===== src/rtl/cbc_pkg.sv =====
// Shared types for the shared-bus bank controller.
// Assumes a two-bit operation code and three target banks.
package cbc_pkg;
    typedef enum logic [1:0] {
        OP_READ  = 2'd0,
        OP_WRITE = 2'd1,
        OP_PROG  = 2'd2,
        OP_ERASE = 2'd3
    } op_e;

    typedef enum logic [1:0] {
        TGT_FL1  = 2'd0,
        TGT_FL2  = 2'd1,
        TGT_SRAM = 2'd2
    } tgt_e;
endpackage


===== src/rtl/cbc_decode.sv =====
// Address decode and concurrency check for the request at the head.
// Assumes the two top address bits pick the bank and busy is per flash bank.
module cbc_decode
    import cbc_pkg::*;
(
    input  logic [1:0] bank_bits,
    input  logic [1:0] op,
    input  logic [1:0] busy,
    output tgt_e       tgt,
    output logic       is_wr,
    output logic       stall
);
    logic is_flash;
    logic own_busy;

    // Map the top address bits onto a bank.
    always_comb begin
        if (bank_bits[1])      tgt = TGT_SRAM;
        else if (bank_bits[0]) tgt = TGT_FL2;
        else                   tgt = TGT_FL1;
    end

    // Classify the operation and look up the target's busy flag.
    always_comb begin
        is_wr    = (op_e'(op) != OP_READ);
        is_flash = (tgt != TGT_SRAM);
        own_busy = (tgt == TGT_FL1) ? busy[0] : busy[1];
    end

    // Hold flash reads of a busy bank and any flash write while a bank is busy.
    always_comb begin
        stall = is_flash && (own_busy || (is_wr && (|busy)));
    end
endmodule


===== src/rtl/cbc_busy.sv =====
// Busy tracker for one flash bank.
// Sets on start, clears after CNT_MAX cycles or the cycle after a done pulse.
// Assumes start never arrives while busy (the decoder stalls it).
module cbc_busy #(
    parameter int CNT_MAX = 64
) (
    input  logic clk,
    input  logic rst_n,
    input  logic start,
    input  logic done,
    output logic busy
);
    localparam int CW = $clog2(CNT_MAX + 1);

    logic [CW-1:0] cnt;

    // Load on start, count down while busy, clear on expiry or done.
    always_ff @(posedge clk) begin
        if (!rst_n) begin
            busy <= 1'b0;
            cnt  <= '0;
        end else if (start) begin
            busy <= 1'b1;
            cnt  <= CW'(CNT_MAX);
        end else if (busy) begin
            if (done || cnt == CW'(1)) begin
                busy <= 1'b0;
                cnt  <= '0;
            end else begin
                cnt <= cnt - CW'(1);
            end
        end
    end


    property start_sets_busy_p;
        @(posedge clk) disable iff (!rst_n) start |=> busy;
    endproperty
    start_sets_busy_chk: assert property (start_sets_busy_p);


    property done_clears_p;
        @(posedge clk) disable iff (!rst_n) (done && busy && !start) |=> !busy;
    endproperty
    done_clears_chk: assert property (done_clears_p);


    property cnt_window_p;
        @(posedge clk) disable iff (!rst_n) (cnt <= CW'(CNT_MAX)) && (busy || cnt == '0);
    endproperty
    cnt_window_chk: assert property (cnt_window_p);
endmodule


===== src/rtl/cbc_seq.sv =====
// Bus access sequencer: runs one read or write of WAIT strobe cycles.
// Drives the bank selects and strobes from registered state, then
// returns read data one cycle after the strobes end.
// Assumes start is only raised while idle and WAIT >= 1.
module cbc_seq
    import cbc_pkg::*;
#(
    parameter int AW   = 12,
    parameter int DW   = 16,
    parameter int WAIT = 3
) (
    input  logic          clk,
    input  logic          rst_n,
    input  logic          start,
    input  tgt_e          tgt,
    input  logic          is_wr,
    input  logic [AW-1:0] addr,
    input  logic [DW-1:0] wdata,
    input  logic [DW-1:0] mem_din,
    output logic          idle,
    output logic          rd_valid,
    output logic [DW-1:0] rd_data,
    output logic [AW-1:0] mem_addr,
    output logic [DW-1:0] mem_dout,
    output logic          mem_dout_en,
    output logic          fl_sel_n,
    output logic          sr_sel_n,
    output logic          sr_sel_p,
    output logic          mem_oe_n,
    output logic          mem_we_n
);
    localparam int CW = $clog2(WAIT + 1);

    typedef enum logic {S_IDLE, S_ACC} st_e;

    st_e           st;
    logic [CW-1:0] cnt;
    tgt_e          tgt_q;
    logic          wr_q;
    logic [AW-1:0] addr_q;
    logic [DW-1:0] wdata_q;
    logic          acc;

    // Access state, strobe counter, request latch and read capture.
    always_ff @(posedge clk) begin
        if (!rst_n) begin
            st       <= S_IDLE;
            cnt      <= '0;
            tgt_q    <= TGT_FL1;
            wr_q     <= 1'b0;
            addr_q   <= '0;
            wdata_q  <= '0;
            rd_valid <= 1'b0;
            rd_data  <= '0;
        end else begin
            rd_valid <= 1'b0;
            case (st)
                S_IDLE: begin
                    if (start) begin
                        st      <= S_ACC;
                        cnt     <= '0;
                        tgt_q   <= tgt;
                        wr_q    <= is_wr;
                        addr_q  <= addr;
                        wdata_q <= wdata;
                    end
                end
                default: begin
                    if (cnt == CW'(WAIT - 1)) begin
                        st <= S_IDLE;
                        if (!wr_q) begin
                            rd_valid <= 1'b1;
                            rd_data  <= mem_din;
                        end
                    end else begin
                        cnt <= cnt + CW'(1);
                    end
                end
            endcase
        end
    end

    // Derive bus selects and strobes from the access state.
    always_comb begin
        acc         = (st == S_ACC);
        idle        = !acc;
        fl_sel_n    = !(acc && tgt_q != TGT_SRAM);
        sr_sel_n    = !(acc && tgt_q == TGT_SRAM);
        sr_sel_p    = acc && tgt_q == TGT_SRAM;
        mem_oe_n    = !(acc && !wr_q);
        mem_we_n    = !(acc && wr_q);
        mem_dout_en = acc && wr_q;
        mem_addr    = addr_q;
        mem_dout    = wdata_q;
    end


    property one_bank_p;
        @(posedge clk) disable iff (!rst_n)
            $countones({!fl_sel_n, (!sr_sel_n && sr_sel_p)}) <= 1;
    endproperty
    one_bank_chk: assert property (one_bank_p);


    property standby_p;
        @(posedge clk) disable iff (!rst_n)
            idle |-> (fl_sel_n && sr_sel_n && !sr_sel_p && mem_oe_n && mem_we_n && !mem_dout_en);
    endproperty
    standby_chk: assert property (standby_p);


    property rd_after_oe_p;
        @(posedge clk) disable iff (!rst_n) rd_valid |-> $past(!mem_oe_n) && mem_oe_n;
    endproperty
    rd_after_oe_chk: assert property (rd_after_oe_p);


    property no_drive_on_read_p;
        @(posedge clk) disable iff (!rst_n) mem_dout_en |-> (mem_oe_n && !mem_we_n);
    endproperty
    no_drive_on_read_chk: assert property (no_drive_on_read_p);


    property start_only_idle_p;
        @(posedge clk) disable iff (!rst_n) start |-> (st == S_IDLE);
    endproperty
    start_only_idle_chk: assert property (start_only_idle_p);
endmodule


===== src/rtl/combo_bank_ctrl.sv =====
// Top of the shared-bus bank controller for two flash banks plus one SRAM.
// Accepts one request at a time, enforces which bank operations may run
// concurrently, tracks per-bank busy time and runs the bus access.
// Assumes the requester holds its request stable until req_ready.
module combo_bank_ctrl
    import cbc_pkg::*;
#(
    parameter int AW       = 12,
    parameter int DW       = 16,
    parameter int RD_WAIT  = 3,
    parameter int BUSY_CYC = 64
) (
    input  logic          clk,
    input  logic          rst_n,
    input  logic          req_valid,
    input  logic [1:0]    req_op,
    input  logic [AW-1:0] req_addr,
    input  logic [DW-1:0] req_wdata,
    output logic          req_ready,
    output logic          rd_valid,
    output logic [DW-1:0] rd_data,
    input  logic [1:0]    flash_done,
    output logic [1:0]    flash_busy,
    output logic [AW-1:0] mem_addr,
    output logic [DW-1:0] mem_dout,
    output logic          mem_dout_en,
    input  logic [DW-1:0] mem_din,
    output logic          fl_sel_n,
    output logic          sr_sel_n,
    output logic          sr_sel_p,
    output logic          mem_oe_n,
    output logic          mem_we_n
);
    localparam int NFL = 2;

    tgt_e           tgt;
    logic           is_wr;
    logic           stall;
    logic           seq_idle;
    logic           accept;
    logic [NFL-1:0] busy_start;

    cbc_decode u_decode (
        .bank_bits (req_addr[AW-1:AW-2]),
        .op        (req_op),
        .busy      (flash_busy),
        .tgt       (tgt),
        .is_wr     (is_wr),
        .stall     (stall)
    );

    // Accept the head request when the bus is free and no conflict exists.
    always_comb begin
        req_ready = seq_idle && !stall;
        accept    = req_valid && req_ready;
    end

    genvar gi;
    generate
        for (gi = 0; gi < NFL; gi++) begin : g_bank
            // Start the bank's busy period on an accepted flash write.
            always_comb begin
                busy_start[gi] = accept && is_wr && (tgt == tgt_e'(gi));
            end

            cbc_busy #(.CNT_MAX(BUSY_CYC)) u_busy (
                .clk   (clk),
                .rst_n (rst_n),
                .start (busy_start[gi]),
                .done  (flash_done[gi]),
                .busy  (flash_busy[gi])
            );
        end
    endgenerate

    cbc_seq #(.AW(AW), .DW(DW), .WAIT(RD_WAIT)) u_seq (
        .clk         (clk),
        .rst_n       (rst_n),
        .start       (accept),
        .tgt         (tgt),
        .is_wr       (is_wr),
        .addr        (req_addr),
        .wdata       (req_wdata),
        .mem_din     (mem_din),
        .idle        (seq_idle),
        .rd_valid    (rd_valid),
        .rd_data     (rd_data),
        .mem_addr    (mem_addr),
        .mem_dout    (mem_dout),
        .mem_dout_en (mem_dout_en),
        .fl_sel_n    (fl_sel_n),
        .sr_sel_n    (sr_sel_n),
        .sr_sel_p    (sr_sel_p),
        .mem_oe_n    (mem_oe_n),
        .mem_we_n    (mem_we_n)
    );


    property single_busy_p;
        @(posedge clk) disable iff (!rst_n) !(flash_busy[0] && flash_busy[1]);
    endproperty
    single_busy_chk: assert property (single_busy_p);


    property no_read_busy1_p;
        @(posedge clk) disable iff (!rst_n)
            (accept && !req_addr[AW-1] && !req_addr[AW-2]) |-> !flash_busy[0];
    endproperty
    no_read_busy1_chk: assert property (no_read_busy1_p);


    property no_read_busy2_p;
        @(posedge clk) disable iff (!rst_n)
            (accept && !req_addr[AW-1] && req_addr[AW-2]) |-> !flash_busy[1];
    endproperty
    no_read_busy2_chk: assert property (no_read_busy2_p);


    property no_accept_busy_bus_p;
        @(posedge clk) disable iff (!rst_n) (!mem_oe_n || !mem_we_n) |-> !req_ready;
    endproperty
    no_accept_busy_bus_chk: assert property (no_accept_busy_bus_p);
endmodule


===== config.mk =====
export PLATFORM = sky130hd
export DESIGN_NAME = combo_bank_ctrl
export DESIGN_NICKNAME = d
export VERILOG_FILES = /design/src/rtl/cbc_pkg.sv /design/src/rtl/cbc_decode.sv /design/src/rtl/cbc_busy.sv /design/src/rtl/cbc_seq.sv /design/src/rtl/combo_bank_ctrl.sv
export SDC_FILE = /design/constraint.sdc
export NUM_CORES = 1
export LEC_CHECK = 0
export CAP_MARGIN = 30
export CORE_MARGIN = 2
export CORE_UTILIZATION = 40
export CTS_BUF_LIST = sky130_fd_sc_hd__clkbuf_16
export DETAILED_ROUTE_END_ITERATION = 7
export GPL_ROUTABILITY_DRIVEN = 0
export GPL_TIMING_DRIVEN = 0
export HOLD_SLACK_MARGIN = 0.06
export PLACE_DENSITY = 0.84
export SETUP_SLACK_MARGIN = 0.1
export SYNTH_ARGS = -nofsm -noshare
export SYNTH_HDL_FRONTEND = slang
export SYNTH_SLANG_ARGS = --single-unit
export TNS_END_PERCENT = 20

===== constraint.sdc =====
create_clock -name clk -period 1.56 [get_ports clk]
set_input_delay 0.156 -clock clk [delete_from_list [all_inputs] [get_ports clk]]
set_output_delay 0.156 -clock clk [all_outputs]
set_load 0.01 [all_outputs]

==> PnR_summary.wiki, run 1 <==
{| class="wikitable"
! Metric !! Value
|-
| Setup skew after layout || 0.00532 ns
|-
| Final cell area excluding filler cells || 4790 um^2
|-
| Final worst-path cycle share || 104%
|-
| Initial Util || 41.0%
|-
| Placed Cells incl. Taps || 553
|-
| Number of levels the H-tree was split into || 3
|-
| Filler-free cell count of the finished design || 585
|-
| Fin. max-slew vios || 0
|-
| Sw Ratio || 24.7%
|-
| Worst hold path endpoint || g_bank[1].u_busy.cnt[6]
|-
| Synthesized instance count || 351
|-
| Max VDD drop || 586 uV
|-
| Reg clk slew, reported paths || 0.06 ns
|-
| Count of TritonRoute iterations in the first routing pass || 4
|-
| Post-layout min period || 1.62 ns
|-
| Routing usage on met2 || 36.0%
|-
| Vias || 3017
|-
| Number of nets produced by synthesis || 407
|-
| Minimum setup slack in the final design || -0.0554 ns
|-
| I/O pin total || 105
|-
| Dominant cells by area after synthesis || dfxtp_1, nand2_1, a21oi_1
|-
| FF/Latch Area || 1340 um^2
|-
| Post-placement cell area || 4160 um^2
|-
| Combined global-route utilization of all metal layers || 20.1%
|-
| Share of flip-flops with an asynchronous set or reset after synthesis || 0%
|-
| Layout Nets || 537
|-
| TritonCTS Buffers || 9
|-
| Clock latency at the later pin of the worst-skew pair || 0.33 ns
|-
| Crit path arrival time || 1.83 ns
|-
| Setup violators final || 15
|-
| Cell Pwr Density || 993 nW/um^2
|-
| Fraction of final layout cells sized beyond drive strength 1 || 23.5%
|-
| Hold bufs inserted after CTS || 0
|-
| HPWL Detailed || 5630 um
|-
| GR Util met3 || 4.86%
|-
| Area taken by multi-input logic gates || 1560 um^2
|-
| Design internal power || 3.58 mW
|-
| Row cnt || 31
|-
| CP Max Fanout || 5
|-
| Result of the run || finished, violations left
|-
| Die X-Extent || 89.7 um
|-
| Static Leakage || 1.77 nW
|-
| Depth of the worst register-to-register path || 7
|-
| Relative area change from synthesis to final layout || 62.8%
|-
| Number of sinks driven by the clock tree || 66
|-
| Count of flip-flops with a built-in enable after synthesis || 0
|-
| Number of buffers added on ports || 103
|-
| Setup slack, reg-to-reg || -0.06 ns
|-
| M1 GR Usage || 22.9%
|-
| DR vias/cell || 5.16
|-
| Combinational power share || 15.6%
|-
| Syn avg cell area || 8.38 um^2
|-
| Wire length per cell || 14.8 um
|-
| RSZ-0062 raised after global routing || yes
|-
| Sw power || 1.18 mW
|-
| Wire length of the first global-routing pass || 13300 um
|-
| Failing checks || setup timing
|-
| Type of the worst setup path || reg -> reg
|-
| Number of warnings printed during yosys synthesis || 0
|-
| Part of the power in registers || 38.2%
|-
| Number of antenna repair diodes || 0
|-
| Fmax || 0.619 GHz
|-
| Final hold violation count || 0
|-
| Classification of the worst-slack hold path || in -> reg
|-
| Mapped Area || 2940 um^2
|-
| Count of unique library cells instantiated by Yosys || 51
|-
| Clock root cell || clkbuf_16
|-
| CTS tree || built
|-
| Antenna violations before repair || 0
|-
| Origin of the worst min-delay path || rst_n
|-
| Final ANT Viol Nets || 0
|-
| Sort of element at the end of the critical path || flop
|-
| Worst Hold Depth || 3
|-
| Via count of the first global-routing pass || 2895
|-
| Fin Setup TNS || -0.254 ns
|-
| Floorplan core area || 7180 um^2
|-
| Synth top area share || 44.9%
|-
| Startpoint of the most critical register-to-register path || g_bank[0].u_busy.busy
|-
| Peak-usage layer in the global routing report || met2
|-
| Fraction of power consumed by the clock network || 46.2%
|-
| Actual transition at the worst max-transition pin || 0.487 ns
|-
| Height of the die || 89.7 um
|-
| Aggregate routed wire length || 8660 um
|-
| Post-synthesis register bit count || 66
|-
| Max Cap Viol || 0
|-
| Required time reported for the critical path endpoint || 1.78 ns
|-
| Post-synth top flop || dfxtp_1
|-
| Remaining DRCs || 0
|-
| Cell type contributing the most total cell area after synthesis || dfxtp_1
|-
| Largest net degree at the start of global routing || 14
|-
| Worst slack on hold paths || 0.309 ns
|-
| Clock buffer depth || 2
|-
| Count of filler cells inserted in the layout || 548
|-
| Worst flop-to-flop path endpoint || u_seq.mem_dout[8]
|-
| Total die area || 8050 um^2
|-
| Count of routing violations after the opening detailed-route iteration || 135
|-
| Fraction of the yosys area taken by sequential cells || 44.9%
|-
| Sort of element at the start of the critical path || flop
|-
| Slew HR || 67.6%
|-
| Total grt overflow || 0
|-
| Final total power || 4.75 mW
|}
power groups by stage:
stage,logic [mW],clock network [mW],registers (mW)
finish,0.742,2.20,1.81
global route,0.793,2.31,1.82
CTS,0.708,2.22,1.81
detailed placement,0.644,0,1.84
global placement,0.633,0,1.84
floorplan,0.285,0,1.86
flip-flops by register name, summed over array words and instances (netlist names):
name                cells
u_seq.cnt               2
u_seq.rd_data          16
u_seq.rd_valid          1
u_seq.mem_dout         16
u_seq.tgt_q             1
u_seq.mem_addr         12
u_seq.wr_q              1
g_bank.u_busy.busy      2
u_seq.acc               1
g_bank.u_busy.cnt      14
layout make-up:
class / instances / share of cell area, %
repair buffers: 119 / 25.0
inverters: 16 / 1.31
plain buffers: 23 / 3.76
flip-flops and latches: 66 / 28.0
well taps: 99 / 2.59
clock inverters: 7 / 2.09
multi-input cells: 246 / 32.5
clock buffers: 9 / 4.70
metrics by stage:
stage | setup slack (ns) | utilization, %
2_1_floorplan | 0.0727 | -
3_3_place_gp | -0.527 | 57.9
3_5_place_dp | -0.520 | 57.9
4_1_cts | -0.0382 | 65.0
5_1_grt | -0.0794 | 66.7
6_report | -0.0554 | 66.7
critical path, cell delays in order, from the launching register on:
cell and delay (ns):
dfxtp_2 0.33, buf_6 0.11, nor4_4 0.04, o41a_4 0.54
buf_6 0.15, clkbuf_16 0.15, nand3_1 0.09, o21ai_1 0.09
layer usage:
layer	share of wire [%]	vias to the layer above
met3	6.3	13
met2	51	103
met4	1.6	0
li1	-	1478
met1	41	1423
met5	0	-
cell families (layout without fill, tap and decap cells):
kind of cell	Yosys count	count (layout)	synth area share (%)
and+or+nand+nor	149	149	25.1
adders and majority gates	5	5	2.13
AOI/OAI and AO/OA	88	88	19.3
DFF	66	66	44.9
muxes	3	3	1.11
buffers and inverters	39	174	7.06
xor gates and xnor gates	1	1	0.298
cells in the mapped netlist (all sizes together) (3+ instances only):
cell and instances:
nand2 69, dfxtp 66, nor4 3, clkbuf 9, or2 3, nand3 33
a21oi 30, nor3 6, buf 14, a2bb2oi 3, nand2b 4, ha 5
o21ai 37, or3 3, nor2 15, o22ai 3, inv 15
repair_timing:
action | in CTS | in global routing
setup endpoints to repair | 63 | 59
buffers inserted | 7 | 6
gates resized for setup | 44 | 28
pin swaps | 19 | 5
cloned | 2 | 1
worst max path at each step:
stage,to,start,depth (start not counted)
floorplan,u_seq.mem_addr[10],g_bank[0].u_busy.busy,7
global placement,req_ready,req_addr[10],5
detailed placement,req_ready,req_addr[10],5
CTS,sr_sel_p,u_seq.tgt_q[0],3
global route,u_seq.mem_dout[8],g_bank[0].u_busy.busy,7
finish,u_seq.mem_dout[8],g_bank[0].u_busy.busy,7
placed cells by master (no fill, tap or decap), types with 6 or more instances in the layout:
cell type and instances:
clkdlybuf4s50_1 91, nand2_1 69, dfxtp_1 56, a21oi_1 29, nand3_1 21, buf_4 19
o21ai_1 16, nor2_1 13, inv_1 12, nand3_2 12, o21ai_2 12, clkbuf_16 10
o21ai_0 8, dlygate4sd2_1 8, clkbuf_1 7, dfxtp_2 7, buf_6 6, nor3_1 6
No activity file was read; power rests on OpenSTA's default activity.
==> inputs of run 2 (changes only) <==
Settings changed: ABC_AREA set to 1, PLACE_DENSITY 0.84 to 0.85.
==> PnR_summary.wiki, run 2 <==
{| class="wikitable"
! Metric !! Value
|-
| Result of the run || complete, no violations
|-
| RSZ-0062 raised after global routing || yes
|-
| HPWL Detailed || 5660 um
|-
| Fraction of the yosys area taken by sequential cells || 47.0%
|-
| Classification of the worst-slack hold path || in -> reg
|-
| Height of the die || 87.8 um
|-
| Leading cell types in the layout, fill and taps excluded || clkdlybuf4s50_1, dfxtp_1, nand2_1
|-
| Count of flip-flops with a built-in enable after synthesis || 0
|-
| Required time reported for the critical path endpoint || 1.79 ns
|-
| Count of unique library cells instantiated by Yosys || 32
|-
| Fin. max-slew vios || 0
|-
| Clock latency at the later pin of the worst-skew pair || 0.33 ns
|-
| TritonCTS Buffers || 9
|-
| Largest net degree at the start of global routing || 13
|-
| Post-layout min period || 1.55 ns
|-
| Vias || 3077
|-
| Count of TritonRoute iterations in the first routing pass || 6
|-
| Crit. Startpoint || g_bank[1].u_busy.busy
|-
| Cell type contributing the most total cell area after synthesis || dfxtp_1
|-
| Combined global-route utilization of all metal layers || 21.9%
|-
| Number of levels the H-tree was split into || 3
|-
| Die X-Extent || 87.8 um
|-
| Fmax || 0.644 GHz
|-
| Sort of element at the start of the critical path || flop
|-
| Post-synthesis register bit count || 66
|-
| Clock root cell || clkbuf_16
|-
| Fraction of final layout cells sized beyond drive strength 1 || 14.9%
|-
| Fin Setup TNS || 0 ns
|-
| Setup slack, reg-to-reg || 0.008 ns
|-
| Number of sinks driven by the clock tree || 66
|-
| Wire length of the first global-routing pass || 13200 um
|-
| Dominant cells by area after synthesis || dfxtp_1, a21oi_1, nand2_1
|-
| Number of warnings printed during yosys synthesis || 0
|-
| Number of antenna repair diodes || 0
|-
| Actual transition at the worst max-transition pin || 0.530 ns
|-
| FF/Latch Area || 1330 um^2
|-
| Synth top area share || 47.0%
|-
| Number of nets produced by synthesis || 425
|-
| Type of the worst setup path || reg -> reg
|-
| Initial Util || 41.4%
|-
| Share of flip-flops with an asynchronous set or reset after synthesis || 0%
|-
| Post-synth top flop || dfxtp_1
|-
| Reg clk slew, reported paths || 0.06 ns
|-
| Cell with the most instances after synthesis || dfxtp_1
|-
| Final cell area excluding filler cells || 4490 um^2
|-
| Depth of the worst register-to-register path || 9
|-
| Finished Core Util || 66.1%
|-
| CP Max Fanout || 9
|-
| Setup skew after layout || 0.00440 ns
|-
| Number of buffers added on ports || 104
|-
| Floorplan core area || 6790 um^2
|-
| Startpoint of the most critical register-to-register path || g_bank[1].u_busy.busy
|-
| Slew HR || 64.7%
|-
| Count of filler cells inserted in the layout || 527
|-
| Max Cap Viol || 0
|-
| Most used standard cells in the synthesized netlist || dfxtp_1, nand2_1, a21oi_1
|-
| Final total power || 4.83 mW
|-
| Total die area || 7710 um^2
|-
| Crit path arrival time || 1.79 ns
|-
| Static Leakage || 1.74 nW
|-
| Final worst-path cycle share || 99.5%
|-
| DR vias/cell || 5.15
|-
| Total grt overflow || 0
|-
| Remaining DRCs || 0
|-
| Via count of the first global-routing pass || 2883
|-
| Most common library cell in the layout ignoring fill and taps || clkdlybuf4s50_1
|-
| Worst flop-to-flop path endpoint || u_seq.mem_dout[7]
|-
| Max VDD drop || 872 uV
|-
| Cell Pwr Density || 1080 nW/um^2
|-
| Clock buffer depth || 2
|-
| Row cnt || 30
|-
| Synthesized instance count || 369
|-
| Sort of element at the end of the critical path || flop
|-
| Post-placement cell area || 3970 um^2
|-
| I/O pin total || 105
|-
| Mapped Area || 2810 um^2
|-
| Count of routing violations after the opening detailed-route iteration || 238
|-
| Aggregate routed wire length || 9090 um
|-
| Layout Nets || 553
|-
| Setup violators final || 0
|-
| Relative area change from synthesis to final layout || 59.7%
|-
| CTS tree || built
|-
| Syn avg cell area || 7.62 um^2
|-
| Area taken by multi-input logic gates || 1290 um^2
|-
| Wire length per cell || 15.2 um
|-
| Antenna violations before repair || 0
|-
| Final hold violation count || 0
|-
| Capturing instance or port of the critical path || u_seq.mem_dout[7]
|-
| Final ANT Viol Nets || 0
|}
==> run 2: cell types whose count changed after synthesis, moves of 10 or more <==
cell / previous run / this run
nor2_1: 15 / 40
nand3_1: 23 / 34
a21oi_1: 30 / 46
inv_1: 15 / 43
o21ai_0: 16 / 26
nand2_1: 69 / 55
==> run 2: logic make-up after synthesis <==
kind of cell	Yosys count	synth area share (%)
XOR/XNOR	4	1.25
AO/OA/AOI/OAI	85	16.6
flip-flops	66	47.0
adder cells (fa/ha/maj)	5	2.23
buffers and inverters	65	10.2
AND/OR/NAND/NOR	144	22.7
==> run 2: worst min-delay path by stage <==
stage / endpoint / from / depth (start not counted) / slack [ns]
2_1_floorplan: u_seq.mem_addr[10] / req_addr[10] / 2 / 0.32
3_3_place_gp: u_seq.rd_data[15] / u_seq.rd_data[15] / 2 / 0.43
3_5_place_dp: u_seq.rd_data[6] / u_seq.rd_data[6] / 2 / 0.44
4_1_cts: u_seq.mem_addr[10] / req_addr[10] / 3 / 0.35
5_1_grt: u_seq.mem_addr[10] / req_addr[10] / 3 / 0.41
6_report: u_seq.mem_addr[10] / req_addr[10] / 3 / 0.39
==> run 2: area by class of cell <==
class	count	area share, %
timing repair buffer	117	25.2
tap	96	2.68
buffer	19	2.73
sequential	66	29.7
clock buffer	9	5.02
inverter	46	3.96
multi-input combinational	238	28.7
clock inverter	7	2.09
==> run 2: critical path: stages, from the launching register on <==
cell and delay (ns):
dfxtp_4 0.37, inv_4 0.07, nand2_4 0.05, nand2_4 0.06, nand3_4 0.09, a21oi_4 0.19
buf_6 0.12, buf_4 0.15, nand3_1 0.12, a21oi_1 0.23
==> run 2: power by group <==
part / switching (mW) / total [mW] / internal (mW)
Sequential: 0.0592 / 1.84 / 1.78
Clock: 0.766 / 2.16 / 1.39
Combinational: 0.406 / 0.830 / 0.424
==> run 2: per-layer routing <==
layer,vias to the layer above,share of wire [%],global-route usage (%)
li1,1460,-,-
met1,1435,38,24.8
met2,145,52,38.6
met3,37,6.7,7.26
met4,0,3.7,7.69
met5,-,0,0
==> run 2: stage by stage <==
| step | hold WS, ns | setup slack, ns | cells |
|---|---|---|---|
| 3_3_place_gp | 0.433 | -0.668 | 569 |
| 4_1_cts | 0.353 | -0.0302 | 592 |
| 5_1_grt | 0.405 | -0.0422 | 598 |
| 6_report | 0.393 | 0.00815 | 598 |
| 2_1_floorplan | 0.316 | 0.250 | 369 |
| 3_5_place_dp | 0.437 | -0.669 | 569 |
==> run 2: what timing repair did <==
action                                  4_1_cts  5_1_grt
endpoints found under the setup margin       69       65
setup buffers                                 7        6
hold buffers                                  0        0
resized for setup                            33       27
pin swaps                                     7        2
